[config.mk]
export PLATFORM = sky130hd
export DESIGN_NAME = sleepy_rx
export DESIGN_NICKNAME = d
export VERILOG_FILES = /design/src/rtl/sleepy_rx_pkg.sv /design/src/rtl/sleepy_rx_ctrl.sv /design/src/rtl/sleepy_rx_dp.sv /design/src/rtl/sleepy_rx.sv
export SDC_FILE = /design/constraint.sdc
export NUM_CORES = 1
export LEC_CHECK = 0
export ABC_CLOCK_PERIOD_IN_PS = 5000
export BUFFER_PORTS_ARGS = -buffer_cell sky130_fd_sc_hd__clkbuf_2
export CORE_MARGIN = 2
export CORE_UTILIZATION = 45
export CTS_CLUSTER_DIAMETER = 50
export DETAILED_ROUTE_END_ITERATION = 10
export HOLD_SLACK_MARGIN = 0.12
export SETUP_SLACK_MARGIN = 0.02
export SYNTH_ARGS = -nofsm -noshare
export SYNTH_HDL_FRONTEND = slang
export SYNTH_SLANG_ARGS = --single-unit
[constraint.sdc]
create_clock -name clk -period 5 [get_ports clk]
set_input_delay 1 -clock clk [delete_from_list [all_inputs] [get_ports clk]]
set_output_delay 1 -clock clk [all_outputs]
set_load 0.01 [all_outputs]
[src/rtl/sleepy_rx_pkg.sv]
package sleepy_rx_pkg;
  localparam int IDX_W = 3;

  typedef enum logic [2:0] {
    ST_IDLE, ST_START, ST_DATA, ST_ADDR, ST_PAR, ST_STOP, ST_BRK, ST_HOLD
  } rxState_t;

  typedef struct packed {
    logic             startSeen;
    logic             sampA;
    logic             sampB;
    logic             storeData;
    logic             storeAddr;
    logic             storePar;
    logic             frameDone;
    logic             breakHit;
    logic [IDX_W-1:0] bitIdx;
  } rxStrobe_t;
endpackage

[src/rtl/sleepy_rx_ctrl.sv]
module sleepy_rx_ctrl
  import sleepy_rx_pkg::*;
#(
  parameter int OVS        = 8,
  parameter int BREAK_BITS = 10
) (
  input  logic             clk,
  input  logic             rstN,
  input  logic             sampleTick,
  input  logic             lineS,
  input  logic             fallEdge,
  input  logic             vote,
  input  logic [IDX_W-1:0] dataLenM1,
  input  logic             addrBitMode,
  input  logic             parityEn,
  output rxStrobe_t        strobe
);
  localparam int PH_W        = $clog2(OVS);
  localparam int BREAK_TICKS = BREAK_BITS * OVS;
  localparam int BRK_W       = $clog2(BREAK_TICKS);
  localparam logic [PH_W-1:0] PH_A    = PH_W'(OVS/2 - 1);
  localparam logic [PH_W-1:0] PH_B    = PH_W'(OVS/2);
  localparam logic [PH_W-1:0] PH_VOTE = PH_W'(OVS/2 + 1);
  localparam logic [PH_W-1:0] PH_LAST = PH_W'(OVS - 1);

  rxState_t         state, stateNxt;
  logic [PH_W-1:0]  phase, phaseNxt;
  logic [IDX_W-1:0] bitIdx, bitIdxNxt;
  logic [BRK_W-1:0] brkCnt, brkCntNxt;

  always_comb begin
    stateNxt  = state;
    phaseNxt  = phase;
    bitIdxNxt = bitIdx;
    brkCntNxt = brkCnt;
    strobe    = '0;
    strobe.bitIdx = bitIdx;
    if (sampleTick) begin
      unique case (state)
        ST_IDLE: if (fallEdge) begin
          stateNxt = ST_START;
          phaseNxt = PH_W'(1);
          strobe.startSeen = 1'b1;
        end
        ST_BRK: begin
          if (lineS) stateNxt = ST_IDLE;
          else if (brkCnt == BRK_W'(BREAK_TICKS - 1)) begin
            strobe.breakHit = 1'b1;
            stateNxt = ST_HOLD;
          end else brkCntNxt = brkCnt + 1'b1;
        end
        ST_HOLD: if (lineS) stateNxt = ST_IDLE;
        default: begin
          phaseNxt = (phase == PH_LAST) ? '0 : phase + 1'b1;
          strobe.sampA = (phase == PH_A);
          strobe.sampB = (phase == PH_B);
          if (phase == PH_VOTE) begin
            unique case (state)
              ST_START: if (vote) stateNxt = ST_IDLE;
              ST_DATA:  strobe.storeData = 1'b1;
              ST_ADDR:  strobe.storeAddr = 1'b1;
              ST_PAR:   strobe.storePar  = 1'b1;
              ST_STOP: begin
                strobe.frameDone = 1'b1;
                stateNxt  = vote ? ST_IDLE : ST_BRK;
                brkCntNxt = '0;
              end
              default: ;
            endcase
          end
          if (phase == PH_LAST) begin
            unique case (state)
              ST_START: begin
                stateNxt  = ST_DATA;
                bitIdxNxt = '0;
              end
              ST_DATA: begin
                if (bitIdx == dataLenM1)
                  stateNxt = addrBitMode ? ST_ADDR : (parityEn ? ST_PAR : ST_STOP);
                else bitIdxNxt = bitIdx + 1'b1;
              end
              ST_ADDR: stateNxt = parityEn ? ST_PAR : ST_STOP;
              ST_PAR:  stateNxt = ST_STOP;
              default: ;
            endcase
          end
        end
      endcase
    end
  end

  always_ff @(posedge clk or negedge rstN) begin
    if (!rstN) begin
      state  <= ST_IDLE;
      phase  <= '0;
      bitIdx <= '0;
      brkCnt <= '0;
    end else begin
      state  <= stateNxt;
      phase  <= phaseNxt;
      bitIdx <= bitIdxNxt;
      brkCnt <= brkCntNxt;
    end
  end

  AST_ONE_STORE: assert property (@(posedge clk) disable iff (!rstN)
    $onehot0({strobe.storeData, strobe.storeAddr, strobe.storePar, strobe.frameDone}));
  AST_BREAK_LOW: assert property (@(posedge clk) disable iff (!rstN)
    strobe.breakHit |-> !lineS);
  AST_START_ONLY_IDLE: assert property (@(posedge clk) disable iff (!rstN)
    strobe.startSeen |=> (state == ST_START));
endmodule

[src/rtl/sleepy_rx_dp.sv]
module sleepy_rx_dp
  import sleepy_rx_pkg::*;
#(
  parameter int OVS       = 8,
  parameter int IDLE_BITS = 10
) (
  input  logic       clk,
  input  logic       rstN,
  input  logic       sampleTick,
  input  logic       rxLine,
  input  rxStrobe_t  strobe,
  input  logic       parityEven,
  input  logic       parityEn,
  input  logic       addrBitMode,
  input  logic       sleepEn,
  input  logic       rdStrobe,
  input  logic       swReset,
  output logic       lineS,
  output logic       fallEdge,
  output logic       vote,
  output logic [7:0] rxData,
  output logic       rxReady,
  output logic       wakeDet,
  output logic       parityErr,
  output logic       frameErr,
  output logic       overrunErr,
  output logic       breakDet,
  output logic       rxError
);
  localparam int IDLE_TICKS = IDLE_BITS * OVS;
  localparam int IDLE_W     = $clog2(IDLE_TICKS + 1);

  logic              syncA, prevS, smpA, smpB, idleLong, addrBitReg, parBitReg;
  logic [IDLE_W-1:0] idleCnt;
  logic [7:0]        shiftReg;
  logic              isAddr, loadOk, parBad;

  assign fallEdge = sampleTick && prevS && !lineS;
  assign vote     = (smpA & smpB) | (smpA & lineS) | (smpB & lineS);
  assign isAddr   = addrBitMode ? addrBitReg : idleLong;
  assign loadOk   = strobe.frameDone && (!sleepEn || isAddr);
  assign parBad   = parityEn && ((^{shiftReg, addrBitReg & addrBitMode, parBitReg & parityEn}) ^ ~parityEven);
  assign rxError  = parityErr | frameErr | overrunErr | breakDet;

  always_ff @(posedge clk or negedge rstN) begin
    if (!rstN) begin
      syncA      <= 1'b0;
      lineS      <= 1'b0;
      prevS      <= 1'b0;
      idleCnt    <= '0;
      idleLong   <= 1'b0;
      smpA       <= 1'b0;
      smpB       <= 1'b0;
      shiftReg   <= '0;
      addrBitReg <= 1'b0;
      parBitReg  <= 1'b0;
    end else begin
      syncA <= rxLine;
      lineS <= syncA;
      if (sampleTick) begin
        prevS <= lineS;
        if (!lineS) idleCnt <= '0;
        else if (idleCnt != IDLE_W'(IDLE_TICKS)) idleCnt <= idleCnt + 1'b1;
      end
      if (strobe.startSeen) begin
        idleLong   <= (idleCnt >= IDLE_W'(IDLE_TICKS));
        shiftReg   <= '0;
        addrBitReg <= 1'b0;
        parBitReg  <= 1'b0;
      end
      if (strobe.sampA)     smpA <= lineS;
      if (strobe.sampB)     smpB <= lineS;
      if (strobe.storeData) shiftReg[strobe.bitIdx] <= vote;
      if (strobe.storeAddr) addrBitReg <= vote;
      if (strobe.storePar)  parBitReg <= vote;
    end
  end

  always_ff @(posedge clk or negedge rstN) begin
    if (!rstN) begin
      rxData     <= '0;
      rxReady    <= 1'b0;
      wakeDet    <= 1'b0;
      parityErr  <= 1'b0;
      frameErr   <= 1'b0;
      overrunErr <= 1'b0;
      breakDet   <= 1'b0;
    end else if (swReset) begin
      rxReady    <= 1'b0;
      wakeDet    <= 1'b0;
      parityErr  <= 1'b0;
      frameErr   <= 1'b0;
      overrunErr <= 1'b0;
      breakDet   <= 1'b0;
    end else begin
      if (loadOk) begin
        rxData  <= shiftReg;
        rxReady <= 1'b1;
        wakeDet <= isAddr;
        if (!vote) frameErr <= 1'b1;
        if (parBad) parityErr <= 1'b1;
        if (rxReady && !rdStrobe) overrunErr <= 1'b1;
      end else if (rdStrobe) begin
        rxReady <= 1'b0;
      end
      if (strobe.breakHit) breakDet <= 1'b1;
    end
  end

  AST_LOAD_SETS_READY: assert property (@(posedge clk) disable iff (!rstN)
    (loadOk && !swReset) |=> rxReady);
  AST_SLEEP_HOLDS: assert property (@(posedge clk) disable iff (!rstN)
    (strobe.frameDone && sleepEn && !isAddr && !rxReady && !swReset && !rdStrobe) |=> !rxReady);
  AST_OVERRUN_SET: assert property (@(posedge clk) disable iff (!rstN)
    (loadOk && rxReady && !rdStrobe && !swReset) |=> overrunErr);
  AST_ERR_STICKY: assert property (@(posedge clk) disable iff (!rstN)
    (rxError && !swReset) |=> rxError);
  AST_SOFT_CLEAR: assert property (@(posedge clk) disable iff (!rstN)
    swReset |=> (!rxReady && !rxError && !wakeDet));
endmodule

[src/rtl/sleepy_rx.sv]
module sleepy_rx
  import sleepy_rx_pkg::*;
#(
  parameter int OVS        = 8,
  parameter int IDLE_BITS  = 10,
  parameter int BREAK_BITS = 10
) (
  input  logic       clk,
  input  logic       rstN,
  input  logic       sampleTick,
  input  logic       rxLine,
  input  logic [2:0] dataLenM1,
  input  logic       parityEn,
  input  logic       parityEven,
  input  logic       addrBitMode,
  input  logic       sleepEn,
  input  logic       rdStrobe,
  input  logic       swReset,
  output logic [7:0] rxData,
  output logic       rxReady,
  output logic       wakeDet,
  output logic       parityErr,
  output logic       frameErr,
  output logic       overrunErr,
  output logic       breakDet,
  output logic       rxError
);
  rxStrobe_t strobe;
  logic      lineS, fallEdge, vote;

  sleepy_rx_ctrl #(.OVS(OVS), .BREAK_BITS(BREAK_BITS)) u_ctrl (
    .clk(clk), .rstN(rstN), .sampleTick(sampleTick), .lineS(lineS),
    .fallEdge(fallEdge), .vote(vote), .dataLenM1(dataLenM1),
    .addrBitMode(addrBitMode), .parityEn(parityEn), .strobe(strobe)
  );

  sleepy_rx_dp #(.OVS(OVS), .IDLE_BITS(IDLE_BITS)) u_dp (
    .clk(clk), .rstN(rstN), .sampleTick(sampleTick), .rxLine(rxLine),
    .strobe(strobe), .parityEven(parityEven), .parityEn(parityEn),
    .addrBitMode(addrBitMode), .sleepEn(sleepEn), .rdStrobe(rdStrobe),
    .swReset(swReset), .lineS(lineS), .fallEdge(fallEdge), .vote(vote),
    .rxData(rxData), .rxReady(rxReady), .wakeDet(wakeDet),
    .parityErr(parityErr), .frameErr(frameErr), .overrunErr(overrunErr),
    .breakDet(breakDet), .rxError(rxError)
  );
endmodule

==> out/results.env <==
POSTCTSSETUPREPAIRBUFS=0
DR_TOTAL_VIAS=2276
MAXSLEWHEADROOM_PCT=48.6
YOSYS.AREA.TOP_TYPE_SHARE_PCT=44.6
TIMING.FMAX_MHz=366
DRT-INITIAL-DRC-COUNT=105
SETUP_TNS_NS=0
GRT_PASS1_WL_MM=10.6
PORTBUFFERS=27
FINALWORSTSETUPSLACK_NS=2.27
TRITONCTS_CLOCK_TREE='done'
REG2REG_DEPTH=5
YS_WARN_COUNT=0
CRITPATHREQUIREDTIME_NS=5.19
SYNTH.LARGEST_AREA_CELL='dfrtp_1'
DRT-VIAS-PER-INSTANCE=5.72
PIN_COUNT_OF_THE_BIGGEST_NET_ENTERING_GLOBAL_ROUTING=54
DRT_PRE_ANTENNA_ITERS=4
TIMING.CLOCK.SKEW_NS=0.00492
YS_SEQ_ELEMENTS=53
DRT_DRC=0
GRT.TOTAL_USAGE_PCT=18.2
DRT_WL_TOTAL_MM=6.20
WL_PER_CELL_UM=15.6
SETUP.WORST_PATH.START_CLASS='input port'
SYNTHESIS.AREA_PER_INSTANCE_UM2=9.91
POST-DP-HPWL_MM=4.32
PLACE_CONGESTION=0.851
WORSTPATHARRIVAL_NS=2.92
SYNTHESIZED_INSTANCE_COUNT=300
SYNTH.YOSYS.SEQ_AREA_SHARE_PCT=44.6
DP_SLACK_NS=1.95
MIN_PATH_TYPE='reg -> reg'
VERTICAL_DIE_DIMENSION_UM=85.3
TOP_LEVEL_PORTS=28
MAX_VDD_DROP_uV=168
RUN_STATUS='completed'
CTS-HOLD-FIX-BUFFERS=0
DIE_AREA_MM2=0.00728
FINALWORSTPATHREQUIREDPERIOD_NS=2.73
DIE_WIDTH_UM=85.3
HOLDPATHSTAGES=0
ANTENNA_VIOLATING_NETS_POST_ROUTE=0
CTS.SINK_COUNT=53
CELL_ROWS=29
CLOCK_TREE.HTREE_LEVEL_COUNT=2
CRITICAL_PATH_SINK_TYPE='register'
NUMBER_OF_DIODES_ADDED_FOR_ANTENNA_FIXING=0
FINALNETCOUNT=343
LAYOUT.CELLS.MOST_COMMON='dfrtp_1'
HOLD_VIOL=0
FINALMAXSLEWVIOLATIONS=0
PLACE.DETAILED.INSTANCES=391
FLOORPLAN.INITIALDENSITY_PCT=46.6
SYNTH_CELL_TYPES=59
CLOCK_TREE.ROOT_CELL='clkbuf_8'
COUNT_OF_MAXIMUM_CAPACITANCE_VIOLATIONS=0
FINALNONFILLERCELLS=398
RSZ0062_AT_GRT='false'
ACTUAL_SLEW_AT_THE_WORST_MAX_SLEW_PIN_NS=0.771
FP.COREAREA_MM2=0.00639
CLKLATENCYLATEPIN_NS=0.30
TOTALPOWERFINAL_mW=1.22
SYN-CELL-AREA_MM2=0.00297
SYNTH.NET_COUNT=322
SYNTHFLOPTYPE='dfrtp_1'
CRIT_PATH_MAX_FANOUT=19
ASYNCSETRESETFLOPFRACSYNTH_PCT=100
SYNTH.AREA.TOP_CELLS='dfrtp_1, o21ai_0, mux2_4, ha_1, nand2_1'
LEAKAGEPOWER_nW=1.52
CELLS_RESIZED_BY_POST_CTS_REPAIR=0
PERIOD_SHARE_PCT=54.7
FIRST_GLOBAL_VIAS=2183
CLOCKBUFFERDEPTH=2
CTS-BUFFERS-INSERTED=5
CLK_PIN_SLEW_NS=0.10
DRIVE_GT1_SHARE_PCT=17.1
FILLCELLCOUNT=579
GRT.OVERFLOW.TOTAL=0
SYNTH-EDFF-COUNT=0
MOSTFREQUENTLAYOUTCELLS='dfrtp_1, nand2_1, clkbuf_2'
R2R_SETUP_SLACK_NS=2.45
KIND_OF_CRITICAL_PATH='in -> reg'
AREAGROWTHSYNTHTOFINISH_PCT=8.41
SETUP-VIOLATIONS-FINAL=0
INITIAL_ANTENNA_VIOLATION_COUNT=0
P_PER_AREA_mW_PER_MM2=378
[final cells by class]
type	count	area [um^2]	share of cell area [%]
Multi-Input combinational cell	218	1510	46.8
Tap cell	77	96.3	2.99
Clock inverter	1	7.51	0.233
Sequential cell	53	1330	41.1
Inverter	14	52.6	1.63
Timing Repair Buffer	29	150	4.66
Clock buffer	6	82.6	2.56
[through the flow]
| step | hold WS (ns) | util [%] | instance area (um^2) |
|---|---|---|---|
| 2_1_floorplan | 0.331 | - | 2970 |
| 3_3_place_gp | 0.332 | 49.1 | 3130 |
| 3_5_place_dp | 0.335 | 49.1 | 3130 |
| 4_1_cts | 0.356 | 50.5 | 3220 |
| 5_1_grt | 0.374 | 50.5 | 3220 |
| 6_report | 0.355 | 50.5 | 3220 |
[synth_stat cells (3+ instances only)]
| cell type | count |
|---|---|
| clkbuf_1 | 6 |
| mux2_2 | 3 |
| a21oi_1 | 10 |
| xnor2_1 | 4 |
| and3_1 | 5 |
| buf_2 | 5 |
| o311ai_0 | 3 |
| nand2_1 | 30 |
| nor2b_1 | 4 |
| o31ai_1 | 4 |
| mux2_4 | 8 |
| nand3_1 | 13 |
| a31oi_1 | 4 |
| xor2_1 | 7 |
| o21ai_0 | 24 |
| o41ai_1 | 4 |
| dfrtp_1 | 53 |
| o211ai_1 | 3 |
| buf_6 | 3 |
| nor3_1 | 5 |
| nor2_1 | 24 |
| inv_1 | 14 |
| or3_1 | 4 |
| mux2i_1 | 6 |
| a21o_1 | 3 |
| ha_1 | 9 |
[worst max-delay path, cell delays in order]
cell and delay [ns]:
clkbuf_2 0.30, nand3_2 0.19, nor3_4 0.28, a21boi_2 0.33
and2b_1 0.48, mux2_4 0.34
[sequential cells by signal (all words and copies together) (netlist names), 3 cells and up]
signal         count
u_dp.rxData        8
u_dp.shiftReg      8
u_ctrl.brkCnt      7
u_dp.idleCnt       7
u_ctrl.bitIdx      3
u_ctrl.phase       3
u_ctrl.state       3
[cell families (layout without fill, tap and decap cells)]
group           Yosys count  in the layout  synth area share (%)
xor+xnor                 13             13                  4.75
fa+ha+maj                 9              9                  3.79
mux                      17             17                  7.19
compound gates           75             75                  16.8
simple gates            104            104                  18.2
buf+inv                  29             50                  4.67
flops                    53             53                  44.6
[layer usage]
layer | part of all wire, % | track usage [%]
met1 | 47 | 24.6
met2 | 48 | 30.2
met3 | 4.4 | 3.02
met4 | 0.69 | 5.05
met5 | 0 | 0
[report_power, final]
group          switching, mW  total [mW]  internal [mW]
combinational          0.207       0.375          0.168
sequential             0.111       0.594          0.483
clock                  0.140       0.250          0.110
[worst paths after layout]
path / end / startpoint
max in group asynchronous: u_dp.parityErr / rstN
min in group asynchronous: u_dp.rxData[0] / rstN
setup reg to reg: u_dp.rxData[5] / u_ctrl.state[2]
hold reg to reg: u_dp.lineS / u_dp.syncA
setup / recovery: u_dp.rxData[5] / sampleTick
hold / removal: u_dp.lineS / u_dp.syncA
No activity file was read; power rests on OpenSTA's default activity.
